<file path="src/rtl/chan_guard_pkg.sv">
package chan_guard_pkg;
  typedef enum logic [1:0] {
    CAUSE_NONE = 2'd0,
    CAUSE_LINK = 2'd1,
    CAUSE_DIS  = 2'd2,
    CAUSE_PWR  = 2'd3
  } off_cause_e;
endpackage

</file>
<file path="src/rtl/cg_reject_ctr.sv">
module cg_reject_ctr #(
  parameter int LIMIT = 4,
  localparam int CW = $clog2(LIMIT + 1)
) (
  input  logic clk,
  input  logic rst_n,
  input  logic clr,
  input  logic inc,
  output logic tripped
);
  logic [CW-1:0] cnt_q, cnt_d;
  logic          cnt_en;

  always_comb begin
    cnt_en = clr | (inc & (cnt_q != CW'(LIMIT)));
    if (clr) cnt_d = '0;
    else     cnt_d = cnt_q + CW'(1);
  end

  always_ff @(posedge clk or negedge rst_n) begin
    if (!rst_n)      cnt_q <= '0;
    else if (cnt_en) cnt_q <= cnt_d;
  end

  assign tripped = (cnt_q == CW'(LIMIT));

  // the count saturates at the threshold
  assert_cnt_sat_R5: assert property (@(posedge clk) disable iff (!rst_n)
    cnt_q <= CW'(LIMIT));
  // a clearing event leaves the count at zero
  assert_cnt_clr_R4: assert property (@(posedge clk) disable iff (!rst_n)
    clr |=> (cnt_q == '0));
endmodule

</file>
<file path="src/rtl/cg_cmd_hold.sv">
module cg_cmd_hold #(
  parameter int NCH = 8
) (
  input  logic           clk,
  input  logic           rst_n,
  input  logic           load,
  input  logic [NCH-1:0] word,
  input  logic           dis_act,
  output logic [NCH-1:0] held,
  output logic           dis_lock
);
  logic [NCH-1:0] held_d;
  logic           held_en, lock_d, lock_en;

  always_comb begin
    held_en = load | dis_act;
    held_d  = dis_act ? '0 : word;
    lock_en = load | dis_act;
    lock_d  = dis_act;
  end

  always_ff @(posedge clk or negedge rst_n) begin
    if (!rst_n)       held <= '0;
    else if (held_en) held <= held_d;
  end

  always_ff @(posedge clk or negedge rst_n) begin
    if (!rst_n)       dis_lock <= 1'b0;
    else if (lock_en) dis_lock <= lock_d;
  end

  // a disable leaves the held word cleared and the lock set
  assert_dis_clears_R7: assert property (@(posedge clk) disable iff (!rst_n)
    dis_act |=> (held == '0 && dis_lock));
endmodule

</file>
<file path="src/rtl/cg_gate.sv">
module cg_gate
  import chan_guard_pkg::*;
#(
  parameter int NCH = 8
) (
  input  logic [NCH-1:0] held,
  input  logic           dis_n,
  input  logic           dis_lock,
  input  logic           pwr_bad,
  input  logic           link_lock,
  output logic [NCH-1:0] ch_en,
  output off_cause_e     cause
);
  logic blocked;

  always_comb begin
    if (!dis_n || dis_lock) cause = CAUSE_DIS;
    else if (pwr_bad)       cause = CAUSE_PWR;
    else if (link_lock)     cause = CAUSE_LINK;
    else                    cause = CAUSE_NONE;
    blocked = !dis_n | dis_lock | pwr_bad | link_lock;
  end

  for (genvar i = 0; i < NCH; i++) begin : g_ch
    assign ch_en[i] = held[i] & ~blocked;
  end
endmodule

</file>
<file path="src/rtl/chan_guard.sv">
module chan_guard
  import chan_guard_pkg::*;
#(
  parameter int NCH       = 8,
  parameter int REJ_LIMIT = 4
) (
  input  logic           clk,
  input  logic           rst_n,
  input  logic [NCH-1:0] cmd_word,
  input  logic           cmd_valid,
  input  logic           cmd_reject,
  input  logic           dis_n,
  input  logic           side_ready,
  input  logic           supply_uv,
  output logic [NCH-1:0] ch_en,
  output logic [1:0]     off_cause
);
  logic           pwr_bad, link_ok, accept, rej_cnt, link_lock, dis_lock;
  logic [NCH-1:0] held;
  off_cause_e     cause;

  assign pwr_bad = ~side_ready | supply_uv;
  assign link_ok = dis_n & ~pwr_bad;
  assign accept  = link_ok & cmd_valid;
  assign rej_cnt = link_ok & cmd_reject & ~cmd_valid;

  cg_reject_ctr #(.LIMIT(REJ_LIMIT)) ctr_i (
    .clk(clk), .rst_n(rst_n), .clr(accept | ~dis_n), .inc(rej_cnt),
    .tripped(link_lock)
  );

  cg_cmd_hold #(.NCH(NCH)) hold_i (
    .clk(clk), .rst_n(rst_n), .load(accept), .word(cmd_word),
    .dis_act(~dis_n), .held(held), .dis_lock(dis_lock)
  );

  cg_gate #(.NCH(NCH)) gate_i (
    .held(held), .dis_n(dis_n), .dis_lock(dis_lock), .pwr_bad(pwr_bad),
    .link_lock(link_lock), .ch_en(ch_en), .cause(cause)
  );

  assign off_cause = cause;

  // disable forces every channel off
  assert_dis_off_R6: assert property (@(posedge clk) disable iff (!rst_n)
    !dis_n |-> (ch_en == '0));
  // a supply or readiness problem forces every channel off
  assert_pwr_off_R9: assert property (@(posedge clk) disable iff (!rst_n)
    (supply_uv || !side_ready) |-> (ch_en == '0));
  // a reported link lockout means no channel is on
  assert_link_off_R3: assert property (@(posedge clk) disable iff (!rst_n)
    (off_cause == 2'd1) |-> (ch_en == '0));
  // an accepted word appears on the channels when no lock is pending
  assert_load_R2: assert property (@(posedge clk) disable iff (!rst_n)
    (accept && $stable(dis_n)) |=> (!link_ok || ch_en == $past(cmd_word)));
endmodule

</file>
<file path="config.mk">
export PLATFORM = sky130hd
export DESIGN_NAME = chan_guard
export DESIGN_NICKNAME = d
export VERILOG_FILES = /design/src/rtl/chan_guard_pkg.sv /design/src/rtl/cg_reject_ctr.sv /design/src/rtl/cg_cmd_hold.sv /design/src/rtl/cg_gate.sv /design/src/rtl/chan_guard.sv
export SDC_FILE = /design/constraint.sdc
export NUM_CORES = 1
export LEC_CHECK = 0
export BUFFER_PORTS_ARGS = -buffer_cell sky130_fd_sc_hd__buf_4
export CAP_MARGIN = 20
export CORE_AREA = 2 2 39 41
export CTS_BUF_LIST = sky130_fd_sc_hd__clkbuf_4 sky130_fd_sc_hd__clkbuf_8
export CTS_CLUSTER_DIAMETER = 150
export DETAILED_ROUTE_END_ITERATION = 8
export DIE_AREA = 0 0 41 43
export PLACE_DENSITY = 0.8
export REMOVE_ABC_BUFFERS = 1
export SYNTH_ARGS = -nofsm -noshare
export SYNTH_HDL_FRONTEND = slang
export SYNTH_SLANG_ARGS = --single-unit
export TNS_END_PERCENT = 30
</file>
<file path="constraint.sdc">
create_clock -name clk -period 2.3 [get_ports clk]
set_clock_uncertainty 0.2 [all_clocks]
set_input_delay 0.115 -clock clk [delete_from_list [all_inputs] [get_ports clk]]
set_output_delay 0.115 -clock clk [all_outputs]
set_load 0.03 [all_outputs]
</file>
; Word-level counts from Yosys, hierarchy flattened
; Cells that the tools add are included.
[word_totals]
register_bits = 12
input_bits = 15
output_inout_bits = 10
elab_cells = 37
[op_classes]
n_addsub = 1
eq_ne = 2
mux = 5
bitwise_logic = 24
n_reduce_logical = 2
[op_table]
columns = operator, count
row1 = bitwise AND 1 bit, 13
row2 = two-way mux 8 bit, 1
row3 = OR 1 bit, 6
row4 = NOT 1 bit, 5
row5 = two-way mux 2 bit, 2
row6 = adder 3 x 1 -> 3 bit (second input constant), 1
row7 = == test 3 bit (second input constant), 1
row8 = two-way mux 3 bit, 1
row9 = inequality test 3 bit (second input constant), 1
row10 = zero test 1 bit, 1
row11 = logical OR 1 bit, 1
row12 = two-way mux 1 bit, 1

; Logic depth before layout (Yosys ltp)
[depth]
ltp_word = 8
depth_mapped = 5
mapped_depth_nobuf = 5

; By module
; A second synthesis with hierarchy kept.
[hier_totals]
cells_unflattened = 66
area_unflattened_um2 = 701.9
[modules_own_cells]
columns = mod, n_inst, cells_each, area_per_inst_um2
row1 = cg_cmd_hold, 1, 29, 362.8
row2 = cg_reject_ctr, 1, 18, 197.7
row3 = cg_gate, 1, 12, 93.8
row4 = chan_guard, 1, 7, 47.5

; Least setup slack after synthesis
; No wires, ideal clock.
[synth_path]
path_kind = reg2out
startpoint = register hold_i.dis_lock
endpoint = output ch_en[0]
arrival_time_ns = 1.457
required_ns = 1.985
path_slack_ns = 0.528
stages_incl_launch_ff = 4
n_path_buf = 0
path_cell_list = dfrtp_1 nand4bb_1 nor2_1 and2_1
[synth_between]
elab_chain_len = 5
[synth_lines]
columns = element, line
row1 = "start, declared", cg_cmd_hold.sv:10  ; output logic dis_lock
row2 = "start signal, assigned", cg_cmd_hold.sv:29  ; else if (lock_en) dis_lock <= lock_d;
row3 = OR 1 bit (3 in a row), cg_gate.sv:21  ; blocked = !dis_n | dis_lock | pwr_bad | link_lock;
row4 = NOT 1 bit, cg_gate.sv:25  ; assign ch_en[i] = held[i] & ~blocked;
row5 = bitwise AND 1 bit, cg_gate.sv:25
row6 = "end, declared", chan_guard.sv:15  ; output logic [NCH-1:0] ch_en,
; No other way between the ends.

; Worst setup path after layout
[layout_path]
startpoint = input dis_n
endpoint = register hold_i.held[6]
[layout_between]
elab_chain_len = 3
word_cells_on_any_way = 5
cone_classes = 1 x mux / 4 x bitwise
[layout_lines]
columns = element, line
row1 = "start, declared", chan_guard.sv:12  ; input logic dis_n,
row2 = bitwise AND 1 bit, chan_guard.sv:23  ; assign link_ok = dis_n & ~pwr_bad;
row3 = bitwise AND 1 bit, chan_guard.sv:24  ; assign accept = link_ok & cmd_valid;
row4 = OR 1 bit, cg_cmd_hold.sv:16  ; held_en = load | dis_act;
row5 = "end signal, assigned", cg_cmd_hold.sv:24  ; else if (held_en) held <= held_d;
row6 = "end, declared", cg_cmd_hold.sv:9  ; output logic [NCH-1:0] held,
; Several ways; a longest one is shown, not always the timed one.
; A chain may end at the register's enable or synchronous reset.

==> impl_results.html <==
<table>
<tr><th>Metric</th><th>Value</th></tr>
<tr><th colspan="2">Worst setup path</th></tr>
<tr><td>End of the worst register-to-register path</td><td>ctr_i.cnt_q[1]</td></tr>
<tr><td>FF-to-FF setup slack</td><td>810 ps</td></tr>
<tr><td>Capturing element type of the critical path</td><td>flip-flop</td></tr>
<tr><td>Startpoint types</td><td>input pin</td></tr>
<tr><td>Type of the worst setup path</td><td>in2reg</td></tr>
<tr><td>Cell type of the slowest stage on the worst timing path</td><td>sky130_fd_sc_hd__dlygate4sd3_1</td></tr>
<tr><td>Critical Path, Cell by Cell</td><td>dlygate4sd3_1 &gt; buf_4 &gt; and4b_2 &gt; o21ai_0 &gt; dlygate4sd3_1</td></tr>
<tr><td>Worst setup path endpoint</td><td>hold_i.held[6]</td></tr>
<tr><td>Critical Path Most Common Cell</td><td>sky130_fd_sc_hd__dlygate4sd3_1</td></tr>
<tr><td>Required time at the worst-slack endpoint</td><td>2240 ps</td></tr>
<tr><td>Worst path max stage delay</td><td>590 ps</td></tr>
<tr><td>Critical path launch point</td><td>dis_n</td></tr>
<tr><td>Length in cells of the worst reg-to-reg path</td><td>5</td></tr>
<tr><td>Highest net fanout along the worst path</td><td>19</td></tr>
<tr><td>Arrival @ worst endpoint</td><td>2090 ps</td></tr>
<tr><td>Reg-to-reg startpoint</td><td>ctr_i.cnt_q[0]</td></tr>
<tr><th colspan="2">Drt</th></tr>
<tr><td>Vias/cell</td><td>5.41</td></tr>
<tr><td>DRC violations left</td><td>0</td></tr>
<tr><td>Violation count after the first detailed-routing iteration</td><td>25</td></tr>
<tr><td>WL/cell</td><td>13.9 um</td></tr>
<tr><td>Drt total wl</td><td>1840 um</td></tr>
<tr><td>Drt first pass iters</td><td>4</td></tr>
<tr><td>Post-DRT Antenna Nets</td><td>0</td></tr>
<tr><td>Via total after detailed routing</td><td>714</td></tr>
<tr><th colspan="2">Layout</th></tr>
<tr><td>Final instance area</td><td>between 0.001 and 0.0015 mm^2</td></tr>
<tr><td>Most common cell after layout, fill and taps aside</td><td>sky130_fd_sc_hd__buf_4</td></tr>
<tr><td>Layout area overhead</td><td>60.1%</td></tr>
<tr><td>Diode count</td><td>0</td></tr>
<tr><td>Final #Nets</td><td>134</td></tr>
<tr><td>Fraction of final layout cells sized beyond drive strength 1</td><td>0.250</td></tr>
<tr><td>Top library cells by usage in the layout, fill and taps aside</td><td>24 x sky130_fd_sc_hd__buf_4, 18 x sky130_fd_sc_hd__dlygate4sd3_1, 17 x sky130_fd_sc_hd__nand2_1</td></tr>
<tr><td>Non-filler instance count after layout</td><td>between 100 and 150</td></tr>
<tr><th colspan="2">Clocking</th></tr>
<tr><td>Clock Tree Root</td><td>sky130_fd_sc_hd__clkbuf_4</td></tr>
<tr><td>CTS sink cnt</td><td>12</td></tr>
<tr><td>TritonCTS buffer count</td><td>3</td></tr>
<tr><td>CTS clk-pin slew, worst paths</td><td>80 ps</td></tr>
<tr><td># Post-CTS Setup Buffers</td><td>0</td></tr>
<tr><td>Largest buffer count on any clock path</td><td>2</td></tr>
<tr><td>Depth of the CTS H-tree</td><td>1</td></tr>
<tr><td>Clk_lat worst skew</td><td>260 ps</td></tr>
<tr><td>Clock tree from TritonCTS</td><td>built</td></tr>
<tr><th colspan="2">Global route</th></tr>
<tr><td>Met2 track utilization from global routing</td><td>0.425</td></tr>
<tr><td>Global routing usage summed across all routing layers</td><td>0.253</td></tr>
<tr><td>Number of global-route vias before repair</td><td>about 730</td></tr>
<tr><td>Total overflow reported by the global router</td><td>0</td></tr>
<tr><td>Maximum number of pins on one net before global-route repair</td><td>20</td></tr>
<tr><td>Most utilized layer in the global route result</td><td>met2</td></tr>
<tr><td>First-pass GRT wire length</td><td>3040 um</td></tr>
<tr><td>Number of antenna violations at the first check in global routing</td><td>0</td></tr>
<tr><td>Global Route met1 Usage</td><td>0.307</td></tr>
<tr><td>Met3 GRT Util</td><td>0.0419</td></tr>
<tr><th colspan="2">Floorplan</th></tr>
<tr><td>Io pins</td><td>25</td></tr>
<tr><td>Die X</td><td>41 um</td></tr>
<tr><td>Core area</td><td>~0.0014 mm^2</td></tr>
<tr><td>Number of standard-cell rows in the floorplan</td><td>14</td></tr>
<tr><td>Total die area</td><td>0.00176 mm^2</td></tr>
<tr><td>Height of the chip</td><td>43 um</td></tr>
<tr><td>Initial Util</td><td>0.476</td></tr>
<tr><th colspan="2">STA</th></tr>
<tr><td>Unrepaired setup endpoints after global routing</td><td>no</td></tr>
<tr><td>Fin crit period</td><td>2140 ps</td></tr>
<tr><td>Setup tns final</td><td>0 ps</td></tr>
<tr><td>Final Worst Setup Slack</td><td>157 ps</td></tr>
<tr><td>Slew at the pin closest to its max-slew limit</td><td>394 ps</td></tr>
<tr><td>Slew HR</td><td>0.737</td></tr>
<tr><td>Final Slew Violations</td><td>0</td></tr>
<tr><td>Final worst-path cycle share</td><td>0.932</td></tr>
<tr><td># setup viols final</td><td>0</td></tr>
<tr><td>Highest attainable clock frequency</td><td>467 MHz</td></tr>
<tr><td>Final Hold Vio Count</td><td>0</td></tr>
<tr><th colspan="2">Yosys</th></tr>
<tr><td>Post-synthesis sequential area ratio</td><td>0.456</td></tr>
<tr><td>Area of the mapped netlist</td><td>658 um^2</td></tr>
<tr><td>Synthesis-stage register bit count</td><td>12</td></tr>
<tr><td>Syn_area_per_cell</td><td>9.02 um^2</td></tr>
<tr><td>Warnings, synthesis</td><td>0</td></tr>
<tr><td>Post-Synthesis Cells</td><td>73</td></tr>
<tr><td>Library cells used by synthesis</td><td>22</td></tr>
<tr><th colspan="2">Pwr</th></tr>
<tr><td>Switching power as a share of total power</td><td>0.225</td></tr>
<tr><td>P per Cell Area</td><td>433 mW/mm^2</td></tr>
<tr><td>Power dissipated by switching net loads</td><td>0.000103 W</td></tr>
<tr><td>Power share of the clock group</td><td>0.363</td></tr>
<tr><td>Pwr Total</td><td>about 0.00046 W</td></tr>
<tr><td>Share of power burned in registers</td><td>0.482</td></tr>
<tr><td>Reported leakage power</td><td>0.525 nW</td></tr>
<tr><td>Maximum vdd drop</td><td>between 400 and 500 uV</td></tr>
<tr><td>Cell internal pwr</td><td>roughly 0.00035 W</td></tr>
<tr><td>Share of total power in combinational logic</td><td>0.154</td></tr>
<tr><th colspan="2">Placement</th></tr>
<tr><td>Area post-placement</td><td>836 um^2</td></tr>
<tr><td>Final HPWL DP</td><td>994 um</td></tr>
<tr><td>Pre-CTS worst setup slack</td><td>roughly 470 ps</td></tr>
<tr><td>Routability cong.</td><td>0.685</td></tr>
<tr><td>Number of port buffers</td><td>24</td></tr>
<tr><td>Placed cells</td><td>110</td></tr>
<tr><th colspan="2">Min path</th></tr>
<tr><td>Worst hold path class</td><td>in2async</td></tr>
<tr><th colspan="2">Status</th></tr>
<tr><td>Run status</td><td>complete, no violations</td></tr>
<tr><th colspan="2">Job</th></tr>
<tr><td>Max-Cap Viols</td><td>0</td></tr>
</table>
## cell families after synthesis
| family | after synthesis | synth area share |
|---|---|---|
| simple gates | 38 | 0.317 |
| compound gates | 14 | 0.122 |
| flops | 12 | 0.456 |
| buf+inv | 6 | 0.0513 |
| fa+ha+maj | 2 | 0.0380 |
| mux | 1 | 0.0152 |
## worst max-delay path, delay by kind of cell
kind | cells | cell delay, ps
AO/OA/AOI/OAI | 1 | 170
AND/OR/NAND/NOR | 1 | 470
buffers and inverters | 3 | 1320
## cells in the mapped netlist
master | instances | area [um^2]
sky130_fd_sc_hd__nand2_1 | 17 | 63.8
sky130_fd_sc_hd__dfrtp_1 | 12 | 300
sky130_fd_sc_hd__and2_1 | 9 | 56.3
sky130_fd_sc_hd__o21ai_0 | 8 | 40.0
sky130_fd_sc_hd__a21oi_1 | 3 | 15.0
sky130_fd_sc_hd__inv_1 | 3 | 11.3
sky130_fd_sc_hd__ha_1 | 2 | 25.0
sky130_fd_sc_hd__nand2b_1 | 2 | 12.5
sky130_fd_sc_hd__nand3b_1 | 2 | 15.0
sky130_fd_sc_hd__nand4_1 | 2 | 12.5
sky130_fd_sc_hd__o31ai_1 | 2 | 15.0
sky130_fd_sc_hd__and3b_1 | 1 | 8.76
sky130_fd_sc_hd__and4_1 | 1 | 8.76
sky130_fd_sc_hd__and4b_1 | 1 | 10.0
sky130_fd_sc_hd__buf_4 | 1 | 7.51
sky130_fd_sc_hd__buf_6 | 1 | 11.3
sky130_fd_sc_hd__clkbuf_1 | 1 | 3.75
sky130_fd_sc_hd__mux2i_1 | 1 | 10.0
sky130_fd_sc_hd__nand4bb_1 | 1 | 11.3
sky130_fd_sc_hd__nor2_1 | 1 | 3.75
sky130_fd_sc_hd__nor2b_1 | 1 | 6.26
sky130_fd_sc_hd__o211a_1 | 1 | 10.0
## per-stage QoR
step            util  hold slack (ps)
2_1_floorplan      -             -381
3_3_place_gp   0.604             -238
4_1_cts        0.760             16.4
3_5_place_dp   0.604             -236
5_1_grt        0.761             33.4
6_report       0.761             35.6
## what timing repair did
action                     4_1_cts  5_1_grt
setup endpoints to repair        0        7
hold buffers                    18        0
resized for setup                0        1
hold endpoints to repair        23        0
## sequential cells by signal, indices dropped and copies added (netlist names)
name / flops
hold_i.dis_lock: 1
hold_i.held: 8
ctr_i.cnt_q: 3
## metal layers
metal  vias up  routed length, um
met2        26                988
li1        333                  -
met3         8                 88
met4         0                 47
met1       347                712
met5         -                  0
## worst min path at each step
stage / depth (start not counted) / from / slack [ps] / end
finish: 2 / rst_n / 40 / hold_i.held[4]
global route: 2 / rst_n / 30 / hold_i.held[6]
CTS: 2 / rst_n / 20 / hold_i.held[4]
detailed placement: 1 / rst_n / -240 / hold_i.held[4]
global placement: 1 / rst_n / -240 / hold_i.held[4]
floorplan: 0 / rst_n / -380 / ctr_i.cnt_q[0]
## layout make-up
class                   count  area (um^2)
clock buffers               4         36.3
fillers                    87          330
inverters                   3         11.3
multi-input cells          55          325
flip-flops and latches     12          300
well taps                  16         20.0
repair buffers             42          360
## power by group through the flow
stage	logic, W	clock network (W)	registers [W]
global route	0.0000758	0.000181	0.000221
finish	0.0000703	0.000166	0.000220
global placement	0.0000459	0	0.000224
detailed placement	0.0000470	0	0.000224
floorplan	0.0000155	0	0.000223
CTS	0.0000676	0.000167	0.000220
Power figures use the tool's default switching activity.
